### config.mk
export PLATFORM = sky130hd
export DESIGN_NAME = can_err_confine
export DESIGN_NICKNAME = d
export VERILOG_FILES = /design/src/rtl/canfc_pkg.sv /design/src/rtl/canfc_err_counters.sv /design/src/rtl/canfc_busfree.sv /design/src/rtl/canfc_mode_ctl.sv /design/src/rtl/can_err_confine.sv
export SDC_FILE = /design/constraint.sdc
export NUM_CORES = 1
export LEC_CHECK = 0
export BUFFER_PORTS_ARGS = -buffer_cell sky130_fd_sc_hd__buf_2
export CORE_MARGIN = 1
export CORE_UTILIZATION = 45
export CTS_BUF_LIST = sky130_fd_sc_hd__clkbuf_4 sky130_fd_sc_hd__clkbuf_8
export DETAILED_ROUTE_END_ITERATION = 8
export HOLD_SLACK_MARGIN = 0.02
export PLACE_DENSITY = 0.69
export SLEW_MARGIN = 20
export SYNTH_ARGS = -nofsm -noshare
export SYNTH_HDL_FRONTEND = slang
export SYNTH_SLANG_ARGS = --single-unit
### constraint.sdc
create_clock -name clk -period 2.9 [get_ports clk]
set_input_delay 0 -clock clk [delete_from_list [all_inputs] [get_ports clk]]
set_output_delay 0 -clock clk [all_outputs]
set_load 0.02 [all_outputs]
### src/rtl/canfc_pkg.sv
// Shared types and encodings for the CAN error-confinement block.
// Assumes: a single clock domain; every consumer imports this package.
package canfc_pkg;

    // Node participation mode.
    typedef enum logic [1:0] {
        MODE_RESET  = 2'd0,
        MODE_WAIT   = 2'd1,
        MODE_ONLINE = 2'd2
    } node_mode_e;

    // Host write targets.
    localparam logic [1:0] SEL_TEC = 2'd0;
    localparam logic [1:0] SEL_REC = 2'd1;
    localparam logic [1:0] SEL_LIM = 2'd2;

endpackage

### src/rtl/canfc_err_counters.sv
// Transmit and receive error counters.
// Requests from the bit-stream processor count only while online_i is high.
// Host writes come in already qualified by reset mode. clr_i zeroes both
// counters and has the highest priority. The transmit counter flags an
// overflow instead of wrapping. The receive counter saturates.
module canfc_err_counters #(
    parameter int CNT_W = 8
) (
    input  logic             clk,
    input  logic             rst_n,
    input  logic             online_i,
    input  logic             clr_i,
    input  logic             wr_tec_i,
    input  logic             wr_rec_i,
    input  logic [CNT_W-1:0] wr_data_i,
    input  logic             tec_inc_i,
    input  logic             tec_inc8_i,
    input  logic             tec_dec_i,
    input  logic             rec_inc_i,
    input  logic             rec_inc8_i,
    input  logic             rec_dec_i,
    output logic [CNT_W-1:0] tec_o,
    output logic [CNT_W-1:0] rec_o,
    output logic             tec_ovf_o
);
    localparam int SW = CNT_W + 2;
    localparam logic [SW-1:0] CNT_MAX = SW'((1 << CNT_W) - 1);

    logic [CNT_W-1:0] tec_q, rec_q;
    logic [SW-1:0]    tec_sum, rec_sum, tec_nx, rec_nx;

    // Requested next values, floored at zero.
    always_comb begin
        tec_sum = SW'(tec_q) + (tec_inc8_i ? SW'(8) : SW'(0)) + SW'(tec_inc_i);
        rec_sum = SW'(rec_q) + (rec_inc8_i ? SW'(8) : SW'(0)) + SW'(rec_inc_i);
        tec_nx  = tec_sum - SW'(tec_dec_i && (tec_sum != '0));
        rec_nx  = rec_sum - SW'(rec_dec_i && (rec_sum != '0));
    end

    assign tec_ovf_o = online_i && (tec_nx > CNT_MAX);

    // Transmit counter update.
    always_ff @(posedge clk) begin
        if (!rst_n || clr_i)      tec_q <= '0;
        else if (wr_tec_i)        tec_q <= wr_data_i;
        else if (online_i) begin
            if (tec_nx > CNT_MAX) tec_q <= CNT_MAX[CNT_W-1:0];
            else                  tec_q <= tec_nx[CNT_W-1:0];
        end
    end

    // Receive counter update.
    always_ff @(posedge clk) begin
        if (!rst_n || clr_i)      rec_q <= '0;
        else if (wr_rec_i)        rec_q <= wr_data_i;
        else if (online_i) begin
            if (rec_nx > CNT_MAX) rec_q <= CNT_MAX[CNT_W-1:0];
            else                  rec_q <= rec_nx[CNT_W-1:0];
        end
    end

    assign tec_o = tec_q;
    assign rec_o = rec_q;

    AST_TEC_FROZEN_OFFLINE: assert property (@(posedge clk) disable iff (!rst_n)
        (!online_i && !wr_tec_i && !clr_i) |=> $stable(tec_q));
    AST_REC_FROZEN_OFFLINE: assert property (@(posedge clk) disable iff (!rst_n)
        (!online_i && !wr_rec_i && !clr_i) |=> $stable(rec_q));
    AST_CLEAR_ZEROES: assert property (@(posedge clk) disable iff (!rst_n)
        clr_i |=> (tec_q == '0 && rec_q == '0));

endmodule

### src/rtl/canfc_busfree.sv
// Bus-idle detector. Counts recessive samples taken on bit_tick_i and gives
// a one-cycle seq_done_o after IDLE_BITS of them in a row. A dominant sample
// or restart_i starts the run again. After a completed run the count begins
// afresh.
module canfc_busfree #(
    parameter int IDLE_BITS = 11
) (
    input  logic clk,
    input  logic rst_n,
    input  logic restart_i,
    input  logic bit_tick_i,
    input  logic rx_i,
    output logic seq_done_o
);
    localparam int RW = $clog2(IDLE_BITS + 1);
    localparam logic [RW-1:0] RUN_LAST = RW'(IDLE_BITS - 1);

    logic [RW-1:0] run_q;
    logic          done_q;

    // Run-length counter and completion strobe.
    always_ff @(posedge clk) begin
        if (!rst_n || restart_i) begin
            run_q  <= '0;
            done_q <= 1'b0;
        end else begin
            done_q <= 1'b0;
            if (bit_tick_i) begin
                if (!rx_i) begin
                    run_q <= '0;
                end else if (run_q == RUN_LAST) begin
                    run_q  <= '0;
                    done_q <= 1'b1;
                end else begin
                    run_q <= run_q + RW'(1);
                end
            end
        end
    end

    assign seq_done_o = done_q;

    AST_DONE_AFTER_RECESSIVE: assert property (@(posedge clk) disable iff (!rst_n)
        seq_done_o |-> ($past(rx_i) && $past(bit_tick_i)));
    AST_RUN_BELOW_LIMIT: assert property (@(posedge clk) disable iff (!rst_n)
        run_q <= RUN_LAST);

endmodule

### src/rtl/canfc_mode_ctl.sv
// Mode controller: reset mode, waiting for bus idle, and online.
// Tracks the bus-off flag and counts bus-idle sequences during recovery.
// Assumes seq_done_i is a one-cycle strobe from the bus-idle detector.
// Drives restart_o whenever a wait begins, so that partial runs left
// over from before do not count.
module canfc_mode_ctl
    import canfc_pkg::*;
#(
    parameter int BUSOFF_SEQS = 128
) (
    input  logic clk,
    input  logic rst_n,
    input  logic host_set_i,
    input  logic host_clr_i,
    input  logic tec_ovf_i,
    input  logic seq_done_i,
    input  logic wake_i,
    output logic reset_req_o,
    output logic bus_off_o,
    output logic online_o,
    output logic restart_o,
    output logic clr_cnt_o
);
    localparam int SEQ_W = $clog2(BUSOFF_SEQS + 1);
    localparam logic [SEQ_W-1:0] SEQ_LAST = SEQ_W'(BUSOFF_SEQS - 1);

    node_mode_e       mode_q;
    logic             busoff_q;
    logic [SEQ_W-1:0] seq_cnt_q;
    logic             last_seq;

    // The bus-off recovery needs the full count; any other wait needs one sequence.
    assign last_seq  = busoff_q ? (seq_cnt_q == SEQ_LAST) : 1'b1;
    assign restart_o = ((mode_q == MODE_RESET) && host_clr_i) ||
                       ((mode_q == MODE_ONLINE) && wake_i && !tec_ovf_i && !host_set_i);
    assign clr_cnt_o = (mode_q == MODE_WAIT) && !host_set_i && seq_done_i &&
                       last_seq && busoff_q;

    // Mode, bus-off flag and recovery sequence counter.
    always_ff @(posedge clk) begin
        if (!rst_n) begin
            mode_q    <= MODE_RESET;
            busoff_q  <= 1'b0;
            seq_cnt_q <= '0;
        end else begin
            unique case (mode_q)
                MODE_RESET: begin
                    if (host_clr_i) begin
                        mode_q    <= MODE_WAIT;
                        seq_cnt_q <= '0;
                    end
                end
                MODE_WAIT: begin
                    if (host_set_i) begin
                        mode_q <= MODE_RESET;
                    end else if (seq_done_i) begin
                        if (last_seq) begin
                            mode_q    <= MODE_ONLINE;
                            busoff_q  <= 1'b0;
                            seq_cnt_q <= '0;
                        end else begin
                            seq_cnt_q <= seq_cnt_q + SEQ_W'(1);
                        end
                    end
                end
                MODE_ONLINE: begin
                    if (tec_ovf_i) begin
                        mode_q   <= MODE_RESET;
                        busoff_q <= 1'b1;
                    end else if (host_set_i) begin
                        mode_q <= MODE_RESET;
                    end else if (wake_i) begin
                        mode_q    <= MODE_WAIT;
                        seq_cnt_q <= '0;
                    end
                end
                default: mode_q <= MODE_RESET;
            endcase
        end
    end

    assign reset_req_o = (mode_q == MODE_RESET);
    assign online_o    = (mode_q == MODE_ONLINE);
    assign bus_off_o   = busoff_q;

    AST_RREQ_ON_BUSOFF: assert property (@(posedge clk) disable iff (!rst_n)
        $rose(bus_off_o) |-> reset_req_o);
    AST_ONLINE_NOT_BUSOFF: assert property (@(posedge clk) disable iff (!rst_n)
        online_o |-> !bus_off_o);
    AST_SEQ_BOUND: assert property (@(posedge clk) disable iff (!rst_n)
        seq_cnt_q <= SEQ_LAST);
    AST_SET_TO_RESET: assert property (@(posedge clk) disable iff (!rst_n)
        (host_set_i && !reset_req_o) |=> reset_req_o);

endmodule

### src/rtl/can_err_confine.sv
// Top level of the CAN error-confinement block. Joins the counters, the
// bus-idle detector and the mode controller, and holds the warning limit.
// Works out the error status and produces the error event, which comes one
// cycle after a status or bus-off change. Assumes rst_n is synchronous.
module can_err_confine
    import canfc_pkg::*;
#(
    parameter int CNT_W       = 8,
    parameter int DEF_LIMIT   = 96,
    parameter int IDLE_BITS   = 11,
    parameter int BUSOFF_SEQS = 128
) (
    input  logic             clk,
    input  logic             rst_n,
    input  logic             bit_tick_i,
    input  logic             rx_bit_i,
    input  logic             tec_inc_i,
    input  logic             tec_inc8_i,
    input  logic             tec_dec_i,
    input  logic             rec_inc_i,
    input  logic             rec_inc8_i,
    input  logic             rec_dec_i,
    input  logic             host_rreq_set_i,
    input  logic             host_rreq_clr_i,
    input  logic             host_wr_i,
    input  logic [1:0]       host_sel_i,
    input  logic [CNT_W-1:0] host_wdata_i,
    input  logic             wake_bus_i,
    output logic             reset_req_o,
    output logic             bus_off_o,
    output logic             err_status_o,
    output logic             node_online_o,
    output logic             err_event_o,
    output logic [CNT_W-1:0] tec_o,
    output logic [CNT_W-1:0] rec_o,
    output logic [CNT_W-1:0] warn_limit_o
);
    logic             online, rreq, busoff, restart, clr_cnt, tec_ovf, seq_done;
    logic             wr_tec, wr_rec, wr_lim;
    logic [CNT_W-1:0] tec, rec, limit_q;
    logic             es, es_q, bo_q, evt_q;

    // Host writes are honoured in reset mode only.
    assign wr_tec = host_wr_i && rreq && (host_sel_i == SEL_TEC);
    assign wr_rec = host_wr_i && rreq && (host_sel_i == SEL_REC);
    assign wr_lim = host_wr_i && rreq && (host_sel_i == SEL_LIM);

    canfc_err_counters #(.CNT_W(CNT_W)) u_cnt (
        .clk        (clk),
        .rst_n      (rst_n),
        .online_i   (online),
        .clr_i      (clr_cnt),
        .wr_tec_i   (wr_tec),
        .wr_rec_i   (wr_rec),
        .wr_data_i  (host_wdata_i),
        .tec_inc_i  (tec_inc_i),
        .tec_inc8_i (tec_inc8_i),
        .tec_dec_i  (tec_dec_i),
        .rec_inc_i  (rec_inc_i),
        .rec_inc8_i (rec_inc8_i),
        .rec_dec_i  (rec_dec_i),
        .tec_o      (tec),
        .rec_o      (rec),
        .tec_ovf_o  (tec_ovf)
    );

    canfc_busfree #(.IDLE_BITS(IDLE_BITS)) u_idle (
        .clk        (clk),
        .rst_n      (rst_n),
        .restart_i  (restart),
        .bit_tick_i (bit_tick_i),
        .rx_i       (rx_bit_i),
        .seq_done_o (seq_done)
    );

    canfc_mode_ctl #(.BUSOFF_SEQS(BUSOFF_SEQS)) u_mode (
        .clk         (clk),
        .rst_n       (rst_n),
        .host_set_i  (host_rreq_set_i),
        .host_clr_i  (host_rreq_clr_i),
        .tec_ovf_i   (tec_ovf),
        .seq_done_i  (seq_done),
        .wake_i      (wake_bus_i),
        .reset_req_o (rreq),
        .bus_off_o   (busoff),
        .online_o    (online),
        .restart_o   (restart),
        .clr_cnt_o   (clr_cnt)
    );

    // Warning limit register.
    always_ff @(posedge clk) begin
        if (!rst_n)      limit_q <= CNT_W'(DEF_LIMIT);
        else if (wr_lim) limit_q <= host_wdata_i;
    end

    assign es = (tec >= limit_q) || (rec >= limit_q);

    // Change detector for the error event.
    always_ff @(posedge clk) begin
        if (!rst_n) begin
            es_q  <= 1'b0;
            bo_q  <= 1'b0;
            evt_q <= 1'b0;
        end else begin
            es_q  <= es;
            bo_q  <= busoff;
            evt_q <= (es != es_q) || (busoff != bo_q);
        end
    end

    assign reset_req_o   = rreq;
    assign bus_off_o     = busoff;
    assign err_status_o  = es;
    assign node_online_o = online;
    assign err_event_o   = evt_q;
    assign tec_o         = tec;
    assign rec_o         = rec;
    assign warn_limit_o  = limit_q;

    AST_EVT_AFTER_BUSOFF: assert property (@(posedge clk) disable iff (!rst_n)
        $rose(bus_off_o) |=> err_event_o);
    AST_ZERO_AFTER_RECOVERY: assert property (@(posedge clk) disable iff (!rst_n)
        $fell(bus_off_o) |-> (tec_o == '0 && rec_o == '0));
    AST_LIMIT_FROZEN: assert property (@(posedge clk) disable iff (!rst_n)
        !reset_req_o |=> $stable(warn_limit_o));
    AST_TEC_SATURATED: assert property (@(posedge clk) disable iff (!rst_n)
        $rose(bus_off_o) |-> (tec_o == {CNT_W{1'b1}}));

endmodule

==> flow_metrics.env, run 1 <==
export IMPL_status="finished, violations left"
export IMPL_violations="negative setup slack"
export IMPL_critPathArrivalTime_ns=3.28
export IMPL_htreeDepth=2
export IMPL_leakage_nw=1.872
export IMPL_clk_pin_slew_ns=0.08
export IMPL_grt_pass1_vias=3228
export IMPL_relSlewSlack=0.4775
export IMPL_cp_data_required_time_ns=3.13
export IMPL_firstDrtPassIters=5
export IMPL_cts_root_buf="clkbuf_8"
export IMPL_initial_core_util=0.4644
export IMPL_die_height_um=85.51
export IMPL_holdPathEnd="u_mode.mode_q[1]"
export IMPL_synth_warnings=0
export IMPL_io_pins=53
export IMPL_grt_start_max_net_pins=18
export IMPL_synth_area_sq_um=3138
export IMPL_drc=0
export IMPL_std_cell_rows=30
export IMPL_worstSetupPathType="reg -> reg"
export IMPL_synth_edf_count=0
export IMPL_fmax_ghz=0.3283
export IMPL_cap_violations=0
export IMPL_hold_path_class="in -> reg"
export IMPL_hold_path_cell_count=4
export IMPL_area_delta_synth_final_pct=40.79
export IMPL_ant_nets=0
export IMPL_synth_distinct_cells=58
export IMPL_ff2ff_path_depth=15
export IMPL_worstSetupEndpointType="flop"
export IMPL_place_hpwl_um=6465
export IMPL_fin_crit_sh=1.050
export IMPL_path_max_fanout=5
export IMPL_fin_nets=555
export IMPL_hold_viol=0
export IMPL_setup_tns_final_ns=-2.260
export IMPL_drt_iter0_markers=142
export IMPL_grt_pass1_wl_um=15100
export IMPL_total_power_mw=1.571
export IMPL_tightest_slew_ns=0.7756
export IMPL_grt_setup_unrepaired="true"
export IMPL_setup_slack_ns=-0.1458
export IMPL_r2r_end="u_idle.seq_done_o"
export IMPL_power_density_nw_per_um2=355.6
export IMPL_slew_violations=0
export IMPL_port_buffers=52
export IMPL_cts_tree="yes"
export IMPL_dp_cells=554
export IMPL_n_antenna_cell=0
export IMPL_layout_cells_non_filler=583
export IMPL_grt_usage=0.2544
export IMPL_synth_ff_type="dfxtp_1"
export IMPL_syn_area_per_cell_sq_um=7.924
export IMPL_syn_nets=449
export IMPL_die_area_sq_um=7311
export IMPL_peakVddDrop_mv=0.2705
export IMPL_cts_buffers=5
export IMPL_wirelength_um=9312
export IMPL_reg2reg_from="u_cnt.tec_o[0]"
export IMPL_finalSetupViolCount=23
export IMPL_synth_cells=396
export IMPL_clk_latency_ns=0.30
export IMPL_antenna_found_initial=0
export IMPL_via_per_inst=5.880
export IMPL_yosys_register_bits=43
export IMPL_reg2reg_slack_ns=-0.15
export IMPL_vias=3428
export IMPL_core_area_sq_um=6756
export IMPL_synth_seq_area_share=0.2743
export IMPL_grt_overflow=0
export IMPL_wl_per_cell_um=15.97
export IMPL_hold_start="wake_bus_i"
export IMPL_critPathLaunchType="flop"
export IMPL_finClkSkew_ns=0.01010
export IMPL_cts_buffer_depth=2
export IMPL_clock_sinks=43
export IMPL_place_congestion=0.8231
export IMPL_min_period_ns=3.046
export IMPL_die_w_um=85.51
export IMPL_drive_gt1_frac=0.3400
export IMPL_ys_async_sr_fraction=0
export IMPL_n_fill_cell=571
## cell usage after synthesis (8+ instances only)
| master | instances | area share |
|---|---|---|
| nor2_1 | 32 | 0.038 |
| nand3_1 | 15 | 0.024 |
| o21ai_0 | 22 | 0.035 |
| nand4_1 | 8 | 0.016 |
| nor3_1 | 11 | 0.018 |
| o21ai_1 | 12 | 0.019 |
| ha_1 | 29 | 0.12 |
| clkbuf_1 | 14 | 0.017 |
| inv_1 | 25 | 0.030 |
| a21oi_1 | 11 | 0.018 |
| a221oi_1 | 13 | 0.036 |
| and3_1 | 8 | 0.016 |
| xnor2_1 | 13 | 0.036 |
| nand2_1 | 37 | 0.044 |
| dfxtp_1 | 43 | 0.27 |
| mux2i_1 | 12 | 0.038 |
| nor2b_1 | 8 | 0.016 |
## worst max-delay path, cell delays in order (launching register included)
cell and delay, ns:
dfxtp_4 0.35, ha_4 0.17, ha_4 0.17, and3_4 0.16, nand3_2 0.07, o21ai_2 0.06
a31oi_1 0.17, ha_2 0.23, ha_4 0.13, or4b_4 0.47, o31ai_4 0.10, o21bai_4 0.18
a21o_1 0.16, nand2_2 0.07, a221o_1 0.38, nor3_2 0.12
## logic make-up after synthesis
| family | Yosys count | share of synthesized area |
|---|---|---|
| AO/OA/AOI/OAI | 100 | 0.2193 |
| XOR/XNOR | 20 | 0.05582 |
| adder cells (fa/ha/maj) | 29 | 0.1156 |
| buffers and inverters | 42 | 0.05263 |
| flip-flops | 43 | 0.2743 |
| multiplexers | 12 | 0.03828 |
| AND/OR/NAND/NOR | 150 | 0.2440 |
## stage by stage
step	hold slack (ns)	utilization	setup slack, ns	area (sq um)
detailed placement	0.2721	0.5689	-0.2077	3844
floorplan	0.1251	-	-0.1376	3232
CTS	0.02935	0.6270	-0.1822	4237
global route	0.06068	0.6539	-0.3511	4418
global placement	0.2742	0.5689	-0.1313	3844
finish	0.05432	0.6539	-0.1458	4418
## state kept, by name, indices dropped and copies added (netlist names)
name               count
u_cnt.tec_o            8
bo_q                   1
u_mode.mode_q          2
u_idle.run_q           4
u_idle.seq_done_o      1
es_q                   1
warn_limit_o           8
u_mode.bus_off_o       1
err_event_o            1
u_cnt.rec_o            8
u_mode.seq_cnt_q       8
## layer usage
layer / vias to the layer above / part of all wire / track usage
li1: 1669 / - / -
met4: 0 / 0.018 / 0.05758
met2: 108 / 0.48 / 0.4218
met3: 18 / 0.047 / 0.04235
met1: 1633 / 0.45 / 0.3476
met5: - / 0 / 0
## final cells by class
class / instances / area (sq um) / share of cell area
Clock inverter: 3 / 43.79 / 0.009912
Timing Repair Buffer: 116 / 784.5 / 0.1776
Sequential cell: 43 / 869.6 / 0.1968
Inverter: 25 / 93.84 / 0.02124
Clock buffer: 5 / 68.82 / 0.01558
Tap cell: 80 / 100.1 / 0.02266
Multi-Input combinational cell: 311 / 2457 / 0.5562
## how the worst max path moves through the flow
stage	from	end	slack [ns]	depth (start not counted)
after floorplan	u_cnt.tec_o[0]	u_idle.seq_done_o	-0.14	15
after global placement	u_cnt.tec_o[0]	u_idle.seq_done_o	-0.13	15
after detailed placement	u_cnt.tec_o[0]	u_idle.run_q[3]	-0.21	15
after CTS	u_cnt.tec_o[0]	u_cnt.tec_o[6]	-0.18	16
after global routing	u_cnt.tec_o[0]	u_idle.seq_done_o	-0.35	15
final	u_cnt.tec_o[0]	u_idle.seq_done_o	-0.15	15
## placed cells by master (no fill, tap or decap), types with 5 or more instances in the layout
cell / instances
a221oi_1: 5
dfxtp_1: 38
inv_1: 25
a21oi_1: 7
dlygate4sd3_1: 13
o21ai_1: 8
buf_2: 52
nor2b_1: 6
nor2_1: 30
clkbuf_8: 5
nand2_1: 36
xor2_1: 6
ha_4: 8
and3_1: 6
ha_1: 19
o21ai_2: 7
buf_4: 48
o21ai_0: 19
a31oi_1: 5
a21o_1: 7
nand4_1: 8
mux2i_1: 12
a221oi_2: 8
nor3_1: 10
xnor2_1: 12
nand3_1: 13
## power breakdown
group	switching (mW)	internal (mW)	total, mW
registers	0.0206	0.608	0.629
clock network	0.219	0.257	0.476
logic	0.244	0.223	0.467
total	0.483	1.09	1.57
## repair_timing
item | CTS | global route
resized for setup | 23 | 30
setup buffers | 7 | 1
hold endpoints to repair | 21 | 0
pin swaps | 11 | 13
setup endpoints to repair | 30 | 32
hold buffers | 13 | 0
No activity file was read; power rests on OpenSTA's default activity.
==> run 2: changes to the inputs <==
clock period = 2.8 ns   (was 2.9 ns; I/O delays follow)
==> run 2 against run 1 <==
Effect of this change: count of clock-buffer cells in the layout unchanged; sequential power increased by 3.3%; combinational power increased by 10%; the run still ends with negative setup slack left; clock skew decreased by 0.00058 ns; largest cell class unchanged; sequential share of layout area decreased by 0.60 points; critical endpoint is now u_cnt.tec_o[6]; register-to-register slack got worse by 0.15 ns; cell area increased by 3.3%; worst setup slack got worse by 0.15 ns; hold slack got worse by 0.0040 ns; first-iteration DRC count increased by 47%.
==> flow_metrics.env, run 2 (synthesis results as in run 1) <==
export IMPL_multi_input_comb_area_sq_um=2525
export IMPL_wirelength_um=9875
export IMPL_layout_common_cells="buf_4 (54), buf_2 (52), dfxtp_1 (37), nand2_1 (34), nor2_1 (30)"
export IMPL_critPathArrivalTime_ns=3.27
export IMPL_io_pins=53
export IMPL_p_int_mw=1.050
export IMPL_critPathLaunchType="flop"
export IMPL_status="finished, violations left"
export IMPL_n_antenna_cell=0
export IMPL_core_area_sq_um=6756
export IMPL_finalSetupViolCount=26
export IMPL_cts_tree="yes"
export IMPL_area_delta_synth_final_pct=45.41
export IMPL_die_height_um=85.51
export IMPL_setup_tns_final_ns=-5.434
export IMPL_slew_violations=0
export IMPL_ant_nets=0
export IMPL_setup_slack_ns=-0.2917
export IMPL_min_period_ns=3.092
export IMPL_clock_sinks=43
export IMPL_antenna_found_initial=0
export IMPL_htreeDepth=2
export IMPL_grt_overflow=0
export IMPL_cts_buffer_depth=2
export IMPL_seq_area_sq_um=870.8
export IMPL_relSlewSlack=0.5142
export IMPL_drc=0
export IMPL_n_fill_cell=551
export IMPL_grt_usage=0.2619
export IMPL_std_cell_rows=30
export IMPL_grt_start_max_net_pins=18
export IMPL_worstSetupPathType="reg -> reg"
export IMPL_cap_violations=0
export IMPL_via_per_inst=5.837
export IMPL_clk_pin_slew_ns=0.09
export IMPL_whs_ns=0.05034
export IMPL_path_max_fanout=4
export IMPL_violations="negative setup slack"
export IMPL_wl_per_cell_um=16.62
export IMPL_top_usage_layer="met2"
export IMPL_clk_latency_ns=0.31
export IMPL_swShare=0.3324
export IMPL_fmax_ghz=0.3234
export IMPL_final_common_cell="buf_4"
export IMPL_leakage_nw=1.946
export IMPL_hold_viol=0
export IMPL_p_seq_frac=0.414
export IMPL_cp_data_required_time_ns=2.98
export IMPL_die_w_um=85.51
export IMPL_vias=3467
export IMPL_grt_setup_unrepaired="true"
export IMPL_finClkSkew_ns=0.009522
export IMPL_drive_gt1_frac=0.3735
export IMPL_grt_pass1_vias=3219
export IMPL_cts_buffers=5
export IMPL_firstDrtPassIters=7
export IMPL_peakVddDrop_mv=0.1997
export IMPL_fin_crit_sh=1.104
export IMPL_initial_core_util=0.4644
export IMPL_drt_iter0_markers=209
export IMPL_clockPowerShare=0.258
export IMPL_place_congestion=0.8591
export IMPL_grtUsageMet2=0.4589
export IMPL_power_density_nw_per_um2=344.5
export IMPL_p_switching_uw=522.6
export IMPL_met3_usage=0.03946
export IMPL_place_hpwl_um=6771
export IMPL_worstSetupEndpointType="flop"
export IMPL_hold_path_class="in -> reg"
export IMPL_grt_use_met1=0.3399
export IMPL_cts_root_buf="clkbuf_8"
export IMPL_share_comb_of_total_power=0.329
export IMPL_port_buffers=52
export IMPL_fin_nets=566
export IMPL_tightest_slew_ns=0.7231
export IMPL_die_area_sq_um=7311
export IMPL_grt_pass1_wl_um=15270
export IMPL_final_core_util=0.6754
-- run 2: path summary, 6_finish.rpt --
kind,from,to,slack [ns],cells past startpoint
worst max-delay path,u_cnt.tec_o[0],u_cnt.tec_o[6],-0.29,18
worst min-delay path,bit_tick_i,u_idle.run_q[3],0.05,4
worst max register to register,u_cnt.tec_o[0],u_cnt.tec_o[6],-0.29,18
worst min register to register,u_mode.seq_cnt_q[1],u_mode.seq_cnt_q[1],0.48,2
-- run 2: timing repair --
item / 4_1_cts / 5_1_grt
hold buffers: 13 / 0
setup buffers: 10 / 5
gates resized for setup: 42 / 30
hold endpoints to repair: 23 / 0
setup endpoints to repair: 30 / 32
pin swaps: 30 / 13
-- run 2: power by group through the flow --
stage	combinational, mW	sequential, mW	clock [mW]
3_5_place_dp	0.399	0.663	0
6_report	0.516	0.650	0.405
5_1_grt	0.554	0.653	0.440
2_1_floorplan	0.225	0.681	0
3_3_place_gp	0.392	0.661	0
4_1_cts	0.472	0.649	0.411
-- run 2: worst max-delay path: stages, from the launching register on --
cell and delay [ns]:
dfxtp_4 0.35, ha_4 0.17, ha_4 0.17, and3_4 0.16, nand3_2 0.07, o21ai_2 0.06, a31oi_1 0.17, ha_2 0.22
ha_4 0.13, or4b_4 0.47, o31ai_4 0.10, buf_4 0.18, buf_4 0.11, nand2_4 0.05, buf_6 0.14, nand2_2 0.07
buf_6 0.12, and3_4 0.17, a311oi_1 0.04
-- run 2: cell type report --
class / instances / area share
Multi-Input combinational cell: 311 / 0.5533
Timing Repair Buffer: 127 / 0.1941
Sequential cell: 43 / 0.1908
Tap cell: 80 / 0.02194
Inverter: 25 / 0.02056
Clock buffer: 5 / 0.01508
Clock inverter: 3 / 0.004113
-- run 2: through the flow --
| step | instances | total power, mW | area (sq um) | setup WS [ns] |
|---|---|---|---|---|
| after floorplan | 396 | 0.9061 | 3243 | -0.2376 |
| after global placement | 560 | 1.053 | 3900 | -0.2253 |
| after detailed placement | 560 | 1.061 | 3900 | -0.3679 |
| after CTS | 589 | 1.532 | 4389 | -0.2536 |
| after global routing | 594 | 1.646 | 4563 | -0.4128 |
| final | 594 | 1.572 | 4563 | -0.2917 |
-- run 2: routing by layer --
layer / part of all wire / vias up
met5: 0 / -
met4: 0.024 / 0
met3: 0.045 / 26
met2: 0.48 / 117
met1: 0.45 / 1629
li1: - / 1695
